`config.mk`:
```
export PLATFORM = sky130hd
export DESIGN_NAME = panel_spi_writer
export DESIGN_NICKNAME = d
export VERILOG_FILES = /design/src/rtl/panel_spi_pkg.sv /design/src/rtl/spi_frame_tx.sv /design/src/rtl/panel_spi_seq.sv /design/src/rtl/panel_spi_writer.sv
export SDC_FILE = /design/constraint.sdc
export NUM_CORES = 1
export LEC_CHECK = 0
export BUFFER_PORTS_ARGS = -buffer_cell sky130_fd_sc_hd__buf_2
export CORE_UTILIZATION = 55
export CTS_CLUSTER_DIAMETER = 80
export DETAILED_ROUTE_END_ITERATION = 10
export GPL_ROUTABILITY_DRIVEN = 0
export PLACE_DENSITY = 0.73
export SYNTH_ARGS = -nofsm -noshare
export SYNTH_HDL_FRONTEND = slang
export SYNTH_SLANG_ARGS = --single-unit
```
`constraint.sdc`:
```
create_clock -name clk_i -period 2.48 [get_ports clk_i]
set_input_delay 0.62 -clock clk_i [delete_from_list [all_inputs] [get_ports clk_i]]
set_output_delay 0.62 -clock clk_i [all_outputs]
set_load 0.01 [all_outputs]
```
`src/rtl/panel_spi_pkg.sv`:
```
package panel_spi_pkg;
  localparam int unsigned FRAME_W = 24;

  localparam logic [7:0]  IDX_LEAD  = 8'h74;
  localparam logic [7:0]  DAT_LEAD  = 8'h76;
  localparam logic [7:0]  REG_SHUT  = 8'h11;
  localparam logic [7:0]  REG_DRV   = 8'h01;
  localparam logic [15:0] SHUT_ON   = 16'h0000;
  localparam logic [15:0] SHUT_OFF  = 16'h0001;
  localparam logic [15:0] DRV_MASK  = 16'h2B00;
  localparam logic [15:0] DRV_FIXED = 16'h2AEF;

  typedef struct packed {
    logic [7:0]  addr;
    logic [15:0] val;
  } reg_wr_t;

  function automatic logic [FRAME_W-1:0] index_frame(reg_wr_t w);
    return {IDX_LEAD, 8'h00, w.addr};
  endfunction

  function automatic logic [FRAME_W-1:0] data_frame(reg_wr_t w);
    return {DAT_LEAD, w.val};
  endfunction
endpackage

```
`src/rtl/spi_frame_tx.sv`:
```
module spi_frame_tx #(
  parameter int unsigned HALF_DIV = 3,
  parameter int unsigned FRAME_W  = 24
) (
  input  logic               clk_i,
  input  logic               rst_ni,
  input  logic               start_i,
  input  logic [FRAME_W-1:0] frame_i,
  output logic               sck_o,
  output logic               mosi_o,
  output logic               cs_n_o,
  output logic               frame_end_o
);
  localparam int unsigned CW = $clog2(2 * HALF_DIV) + 1;
  localparam int unsigned BW = $clog2(FRAME_W + 1);
  localparam logic [CW-1:0] HALF_LAST = CW'(HALF_DIV - 1);
  localparam logic [CW-1:0] LEAD_LAST = CW'(2 * HALF_DIV - 1);
  localparam logic [BW-1:0] BITS_ALL  = BW'(FRAME_W);

  typedef enum logic [2:0] {S_IDLE, S_LEAD, S_SETUP, S_LOW, S_HIGH} tx_state_e;

  tx_state_e          state_q;
  logic [CW-1:0]      cnt_q;
  logic [BW-1:0]      bits_q;
  logic [FRAME_W-1:0] sh_q;

  assign frame_end_o = (state_q == S_HIGH) && (cnt_q == HALF_LAST) && (bits_q == BITS_ALL);

  always_ff @(posedge clk_i or negedge rst_ni) begin
    if (!rst_ni) begin
      state_q <= S_IDLE;
      cnt_q   <= '0;
      bits_q  <= '0;
      sh_q    <= '0;
      sck_o   <= 1'b1;
      mosi_o  <= 1'b0;
      cs_n_o  <= 1'b1;
    end else begin
      cnt_q <= cnt_q + 1'b1;
      unique case (state_q)
        S_IDLE: begin
          cnt_q <= '0;
          if (start_i) begin
            sh_q    <= frame_i;
            state_q <= S_LEAD;
          end
        end
        // guaranteed CS_n high gap before every frame
        S_LEAD: if (cnt_q == LEAD_LAST) begin
          cs_n_o  <= 1'b0;
          cnt_q   <= '0;
          state_q <= S_SETUP;
        end
        S_SETUP: if (cnt_q == HALF_LAST) begin
          sck_o   <= 1'b0;
          mosi_o  <= sh_q[FRAME_W-1];
          sh_q    <= sh_q << 1;
          bits_q  <= '0;
          cnt_q   <= '0;
          state_q <= S_LOW;
        end
        S_LOW: if (cnt_q == HALF_LAST) begin
          sck_o   <= 1'b1;
          bits_q  <= bits_q + 1'b1;
          cnt_q   <= '0;
          state_q <= S_HIGH;
        end
        S_HIGH: if (cnt_q == HALF_LAST) begin
          cnt_q <= '0;
          if (bits_q == BITS_ALL) begin
            cs_n_o  <= 1'b1;
            state_q <= S_IDLE;
          end else begin
            sck_o   <= 1'b0;
            mosi_o  <= sh_q[FRAME_W-1];
            sh_q    <= sh_q << 1;
            state_q <= S_LOW;
          end
        end
        default: state_q <= S_IDLE;
      endcase
    end
  end


  sck_idle_high_chk: assert property (@(posedge clk_i) disable iff (!rst_ni)
    cs_n_o |-> sck_o);

  no_rise_outside_cs_chk: assert property (@(posedge clk_i) disable iff (!rst_ni)
    $rose(sck_o) |-> !cs_n_o);

  full_frame_chk: assert property (@(posedge clk_i) disable iff (!rst_ni)
    $rose(cs_n_o) |-> $past(bits_q) == BITS_ALL);
endmodule

```
`src/rtl/panel_spi_seq.sv`:
```
module panel_spi_seq
  import panel_spi_pkg::*;
#(
  parameter logic [15:0] DRV_MODE = 16'h2A00
) (
  input  logic               clk_i,
  input  logic               rst_ni,
  input  logic               cmd_valid_i,
  input  logic [7:0]         cmd_reg_i,
  input  logic [15:0]        cmd_val_i,
  input  logic               pwr_up_i,
  input  logic               pwr_dn_i,
  input  logic               frame_end_i,
  output logic               start_o,
  output logic [FRAME_W-1:0] frame_o,
  output logic               busy_o,
  output logic               done_o
);
  localparam logic [15:0] DRV_VAL = (DRV_MODE & DRV_MASK) | (DRV_FIXED & ~DRV_MASK);

  reg_wr_t wr0_q, wr1_q, cur;
  logic    two_q, sel_q, data_ph_q;
  logic    any_req;

  assign any_req = cmd_valid_i | pwr_up_i | pwr_dn_i;
  assign cur     = sel_q ? wr1_q : wr0_q;
  assign frame_o = data_ph_q ? data_frame(cur) : index_frame(cur);

  always_ff @(posedge clk_i or negedge rst_ni) begin
    if (!rst_ni) begin
      wr0_q     <= '0;
      wr1_q     <= '0;
      two_q     <= 1'b0;
      sel_q     <= 1'b0;
      data_ph_q <= 1'b0;
      start_o   <= 1'b0;
      busy_o    <= 1'b0;
      done_o    <= 1'b0;
    end else begin
      start_o <= 1'b0;
      done_o  <= 1'b0;
      if (!busy_o) begin
        if (any_req) begin
          busy_o    <= 1'b1;
          start_o   <= 1'b1;
          sel_q     <= 1'b0;
          data_ph_q <= 1'b0;
          two_q     <= 1'b0;
          if (pwr_dn_i) begin
            wr0_q <= '{addr: REG_SHUT, val: SHUT_OFF};
          end else if (pwr_up_i) begin
            wr0_q <= '{addr: REG_SHUT, val: SHUT_ON};
            wr1_q <= '{addr: REG_DRV,  val: DRV_VAL};
            two_q <= 1'b1;
          end else begin
            wr0_q <= '{addr: cmd_reg_i, val: cmd_val_i};
          end
        end
      end else if (frame_end_i) begin
        if (!data_ph_q) begin
          data_ph_q <= 1'b1;
          start_o   <= 1'b1;
        end else if (two_q && !sel_q) begin
          sel_q     <= 1'b1;
          data_ph_q <= 1'b0;
          start_o   <= 1'b1;
        end else begin
          busy_o <= 1'b0;
          done_o <= 1'b1;
        end
      end
    end
  end


  done_on_busy_fall_chk: assert property (@(posedge clk_i) disable iff (!rst_ni)
    $fell(busy_o) |-> done_o);

  done_single_chk: assert property (@(posedge clk_i) disable iff (!rst_ni)
    done_o |=> !done_o);

  ignore_when_busy_chk: assert property (@(posedge clk_i) disable iff (!rst_ni)
    (busy_o && !frame_end_i && any_req) |=> (busy_o && !start_o));
endmodule

```
`src/rtl/panel_spi_writer.sv`:
```
module panel_spi_writer
  import panel_spi_pkg::*;
#(
  parameter int unsigned HALF_DIV = 3,
  parameter logic [15:0] DRV_MODE = 16'h2A00
) (
  input  logic        clk_i,
  input  logic        rst_ni,
  input  logic        cmd_valid_i,
  input  logic [7:0]  cmd_reg_i,
  input  logic [15:0] cmd_val_i,
  input  logic        pwr_up_i,
  input  logic        pwr_dn_i,
  input  logic        miso_i,
  output logic        sck_o,
  output logic        mosi_o,
  output logic        cs_n_o,
  output logic        busy_o,
  output logic        done_o
);
  logic               start;
  logic               frame_end;
  logic [FRAME_W-1:0] frame;
  logic               unused_miso;

  assign unused_miso = miso_i;

  panel_spi_seq #(.DRV_MODE(DRV_MODE)) u_seq (
    .clk_i      (clk_i),
    .rst_ni     (rst_ni),
    .cmd_valid_i(cmd_valid_i),
    .cmd_reg_i  (cmd_reg_i),
    .cmd_val_i  (cmd_val_i),
    .pwr_up_i   (pwr_up_i),
    .pwr_dn_i   (pwr_dn_i),
    .frame_end_i(frame_end),
    .start_o    (start),
    .frame_o    (frame),
    .busy_o     (busy_o),
    .done_o     (done_o)
  );

  spi_frame_tx #(.HALF_DIV(HALF_DIV), .FRAME_W(FRAME_W)) u_tx (
    .clk_i      (clk_i),
    .rst_ni     (rst_ni),
    .start_i    (start),
    .frame_i    (frame),
    .sck_o      (sck_o),
    .mosi_o     (mosi_o),
    .cs_n_o     (cs_n_o),
    .frame_end_o(frame_end)
  );


  idle_cs_high_chk: assert property (@(posedge clk_i) disable iff (!rst_ni)
    !busy_o |-> cs_n_o);

  done_at_cs_rise_chk: assert property (@(posedge clk_i) disable iff (!rst_ni)
    done_o |-> (cs_n_o && !$past(cs_n_o)));
endmodule

```
=== Yosys cells after proc, flatten, opt, wreduce, memory -nomap -nowiden ===
Cells that the tools add are included.
Widths: inputs -> output; s select.

* Output and inout port bits: 5
* Bits in registers: 71
* Word-level logic and storage cells: 118
* Input bits: 30

* Reduce and logical (&&, ||, !) cells: 22
* Eq/ne operators: 17
* Bitwise logic cells: 4
* Multiplexer cells: 56
* Add/sub/neg operators: 2

{| class="wikitable"
|+ Operators with widths
! cell !! count
|-
| $mux 24 || 7
|-
| $pmux 24 s3 || 1
|-
| $mux 1 || 31
|-
| $mux 18 || 1
|-
| $reduce_and 4->1 || 4
|-
| $mux 3 || 5
|-
| $pmux 3 s5 || 1
|-
| $reduce_and 5->1 || 3
|-
| $ne 2x2->1 const B || 7
|-
| $pmux 4 s3 || 1
|-
| $mux 5 || 2
|-
| $pmux 5 s2 || 1
|-
| $mux 4 || 2
|-
| $reduce_bool 2->1 || 4
|-
| $eq 3x2->1 const B || 2
|-
| $ne 2x1->1 const B || 3
|-
| $reduce_bool 3->1 || 2
|-
| $add 5x1->5 const B || 1
|-
| $eq 5x5->1 const B || 1
|-
| $add 4x1->4 const B || 1
|-
| $eq 4x2->1 const B || 1
|-
| $eq 4x3->1 const B || 1
|-
| $pmux 1 s2 || 2
|-
| $reduce_and 2->1 || 2
|-
| 11 further kinds || 15
|}

=== Logic depth before layout (Yosys ltp) ===
* Depth in word-level cells: 6
* Gate-level depth with buffers: 8
* Depth with buffers taken out: 6

=== By module ===
A second synthesis with hierarchy kept.

* Cells, all modules: 353
* Area, all modules: 3,741.1 µm²

{| class="wikitable"
|+ By module, submodules not included
! module !! times used !! cells an instance !! sequential area each (µm²) !! area an instance (µm²)
|-
| spi_frame_tx || 1 || 174 || 978.4 || 2,079.5
|-
| panel_spi_seq || 1 || 179 || 775.7 || 1,661.6
|}

=== Worst setup path after synthesis ===
OpenSTA, ideal clock, no wires.

* Path type: flip-flop to flip-flop
* Start: register u_tx.cnt_q[0]
* End: register u_tx.sh_q[13]
* Arrival: 1.914 ns
* Library setup time: 0.125 ns
* Path slack: 0.441 ns
* Stages on the path, launching flop included: 9
* Data required time: 2.355 ns
* Clock period less this slack: 2.039 ns
* Buffers on the path: 2
* Path through: dfrtp_1 -> inv_1 -> ha_1 -> nor3b_4 -> nand2_2 -> a221o_1 -> buf_6 -> buf_6 -> mux2_4

* Word-level cells in the longest chain between the ends: 3
* Elaborated cells on any way between the ends: 4
* Those cells by class: 3 x eq/ne; 1 x reduce/logical

{| class="wikitable"
|+ RTL lines
! element !! line !! RTL
|-
| start, declared || spi_frame_tx.sv:23 || <nowiki>logic [CW-1:0] cnt_q;</nowiki>
|-
| start signal, assigned || spi_frame_tx.sv:39 || <nowiki>cnt_q <= cnt_q + 1'b1;</nowiki>
|-
| $eq 4x2->1 * || spi_frame_tx.sv:54, spi_frame_tx.sv:68 ||
|-
| $ne 2x2->1 (no source line) / $ne 2x1->1 (equally long branches) || n/a ||
|-
| $reduce_and 5->1 (no source line) * || n/a ||
|-
| end signal, assigned || spi_frame_tx.sv:44 || <nowiki>sh_q <= frame_i;</nowiki>
|-
| end signal, assigned || spi_frame_tx.sv:57 || <nowiki>sh_q <= sh_q << 1;</nowiki>
|-
| end signal, assigned || spi_frame_tx.sv:76 || <nowiki>sh_q <= sh_q << 1;</nowiki>
|-
| end, declared || spi_frame_tx.sv:25 || <nowiki>logic [FRAME_W-1:0] sh_q;</nowiki>
|}

Every way passes the cells marked *; elsewhere a longest branch is shown, timed or not.
A chain may end at the register's enable or synchronous reset.

=== Worst setup path in the final report ===
* Start: register u_tx.cnt_q[0]
* End: register u_tx.sh_q[10]

Same word-level chain as after synthesis.

==> key figures <==
Status
  – Status: finished, final reports clean

Setup path
  – Cell family with most CP delay: flip-flops
  – Critical path launch point: u_tx.cnt_q[0]$_DFF_PN0_
  – R2R Path End: u_tx.sh_q[10]$_DFFE_PN0P_
  – CP arrival: 2.44 ns
  – Critical path type: reg2reg
  – CP peak stage delay: 0.43 ns
  – Nature of the critical path endpoint: register
  – Reg-to-reg setup timing slack: 0.26 ns
  – Worst endpoint required time: 2.70 ns
  – Critical path fanouts, max: 22
  – Crit path capture: u_tx.sh_q[10]$_DFFE_PN0P_
  – Buf+Inv Stages, Crit Path: 2
  – CP max-delay cell: dfrtp_1
  – Critical path startpoint category: register
  – CP Depth: 7
  – Reg2reg start: u_tx.cnt_q[0]$_DFF_PN0_
  – R2r worst-path depth: 7
  – Crit-path cells: inv_1 > ha_1 > nor3b_4 > nand2_2 > a221o_1 > buf_4 > mux2_1

STA
  – Fin Setup TNS: 0 ns
  – Final Skew: 0.01123 ns
  – Fin crit period: 2.217 ns
  – Final slew viol count: 0
  – Worst-margin pin slew: 0.6109 ns
  – Setup-violating endpoint count in the final report: 0
  – Rel. slew slack: 58.70%
  – Final worst-path cycle share: 89.40%
  – RSZ-0062 raised after global routing: false
  – Highest clock rate: 0.4510 GHz
  – Final Hold Fails: 0

CTS
  – CTS Buf Count: 9
  – Clock-pin slew on the worst setup and hold paths: 0.08 ns
  – H-Tree Depth: 3
  – Hold_buf cts: 0
  – Post-CTS sizing: 0
  – Post-CTS Setup Bufs: 0
  – Clock Sinks: 70
  – Longest Clk Path Bufs: 2
  – Root buffer cell: clkbuf_8
  – Clk Latency, worst-skew pair: 0.34 ns
  – TritonCTS clock tree: built

Floorplan
  – Die X: 82.21 um
  – Die Y: 82.21 um
  – CORE AREA: 6061 um^2
  – Initial Utilization: 58.38%
  – Placement Rows: 28
  – Die area: 6758 um^2
  – I/O pins: 35

Final layout
  – Layout cells sized above 1: 21.84%
  – Final instance area: 4009 um^2
  – Ant diodes: 0
  – Area occupied by multi-input gates: 1605 um^2
  – Seq. cell area: 1754 um^2
  – Area grow syn2layout: 13.30%
  – Count of filler cells inserted in the layout: 485
  – Final nets: 433
  – Finished Layout Cells: 478

Synth
  – YS warnings: 0
  – Ys flop type: dfrtp_1
  – Net Count, Synth: 397
  – Yosys reg bits: 70
  – EDFF count, synth: 0
  – Distinct cell type count after synthesis: 50
  – Post-Syn Area: 3538 um^2
  – Yosys top cell area share: 48.09%
  – Post-synthesis async set-or-reset flop share: 100.0%
  – Seq/Total Area, Yosys: 49.58%
  – Most common cell in the netlist: dfrtp_1
  – Commonest cells post-synth: 68 x dfrtp_1, 65 x nand2_1, 42 x o21ai_0
  – Top cells by area, synth: dfrtp_1 48%, nand2_1 6.9%, o21ai_0 5.9%
  – Biggest area consumer among synthesized cells: dfrtp_1
  – Mapped Cells: 362
  – Syn avg cell area: 9.775 um^2

Detailed routing
  – Iteration-0 DRC Markers: 270
  – Vias per Instance: 5.479
  – Number of nets still failing antenna checks after routing: 0
  – First drt pass iteration count: 4
  – DRC: 0
  – Routed WL: 6677 um
  – Vias: 2,619
  – DR WL/cell: 13.97 um

Run
  – Max_cap viols: 0

Placed design
  – Post-DP Area: 3816 um^2
  – PortBufs: 33
  – Post-DP HPWL: 4660 um
  – Placed cells: 462

Hold path
  – Hold WC Path Type: in2async

Pwr
  – Peak supply drop: 316.3 uV
  – Leak: 1.941 nW
  – P per Cell Area: 529.1 nW/um^2

Global route
  – Largest net degree at the start of global routing: 71
  – Number of global-route vias before repair: 2,385
  – Total track usage: 22.53%
  – First-pass GRT wire length: 11,170 um
  – GRT overflow: 0
  – Initial antenna violation count: 0
report_power, final:
group	internal, W	total [W]	switching, W
Sequential	0.00114	0.00114	0.000000620
Clock	0.000494	0.000914	0.000420
Combinational	0.0000247	0.0000640	0.0000393
worst min path at each step:
stage,startpoint,to,cells after the start
floorplan,rst_ni,u_seq.busy_o$_DFF_PN0_,0
global placement,u_seq.wr0_q[13]$_DFFE_PN0P_,u_seq.wr0_q[13]$_DFFE_PN0P_,2
detailed placement,u_seq.wr0_q[13]$_DFFE_PN0P_,u_seq.wr0_q[13]$_DFFE_PN0P_,2
CTS,rst_ni,u_tx.bits_q[3]$_DFFE_PN0P_,2
global route,rst_ni,u_tx.bits_q[3]$_DFFE_PN0P_,2
finish,rst_ni,u_tx.bits_q[3]$_DFFE_PN0P_,2
stage by stage:
step                      total power, W  setup slack, ns  hold WS, ns  utilization (%)
after floorplan                 0.001178           0.4414       0.3244                -
after global placement          0.001230           0.3420       0.4621            62.96
after detailed placement        0.001231           0.2914       0.4675            62.96
after CTS                       0.002140           0.2655       0.2918            66.14
after global routing            0.002202           0.1187       0.3040            66.14
final                           0.002121           0.2629       0.2797            66.14
cell families after synthesis:
| kind of cell | count (synthesis) | share of synthesized area (%) |
|---|---|---|
| compound gates | 89 | 15.10 |
| xor+xnor | 4 | 1.203 |
| mux | 28 | 9.830 |
| simple gates | 126 | 17.36 |
| buf+inv | 40 | 5.162 |
| fa+ha+maj | 5 | 1.768 |
| flops | 70 | 49.58 |
final cells by class:
cell class | count | area share [%]
flip-flops and latches | 70 | 43.76
inverters | 18 | 1.685
well taps | 75 | 2.341
multi-input cells | 252 | 40.04
clock buffers | 13 | 3.714
repair buffers | 47 | 7.366
clock inverters | 3 | 1.092
layout by cell type, fill, tap and decap left out, types with 3 or more instances in the layout:
cell type and count:
dfrtp_1 68, nand2_1 65, o21ai_0 42, buf_2 33
inv_1 17, nor2_1 17, mux2_4 12, buf_4 12
nand3_1 11, a21oi_1 10, mux2i_1 10, clkbuf_8 10
a31oi_1 9, nor2b_1 9, a22o_1 7, nor3_1 6
ha_1 5, nand2b_1 4, o31ai_1 4, o21ai_1 4
mux2_1 4, clkbuf_1 3
flip-flops by register name, indices dropped and copies added, names as in the netlist, 3 cells and up:
register	flops
u_tx.cnt_q	4
u_tx.bits_q	5
u_tx.state_q	3
u_seq.wr0_q	24
u_tx.sh_q	24
per-layer routing:
| layer | part of all wire, % | vias to the layer above | wire [um] | GRT usage [%] |
|---|---|---|---|---|
| met2 | 46 | 46 | 3069 | 33.47 |
| li1 | - | 1322 | - | - |
| met1 | 48 | 1242 | 3234 | 31.51 |
| met4 | 1.8 | 0 | 123 | 11.23 |
| met3 | 3.7 | 9 | 249 | 4.286 |
| met5 | 0 | - | 0 | 0 |
(Power assumes the default switching activity.)
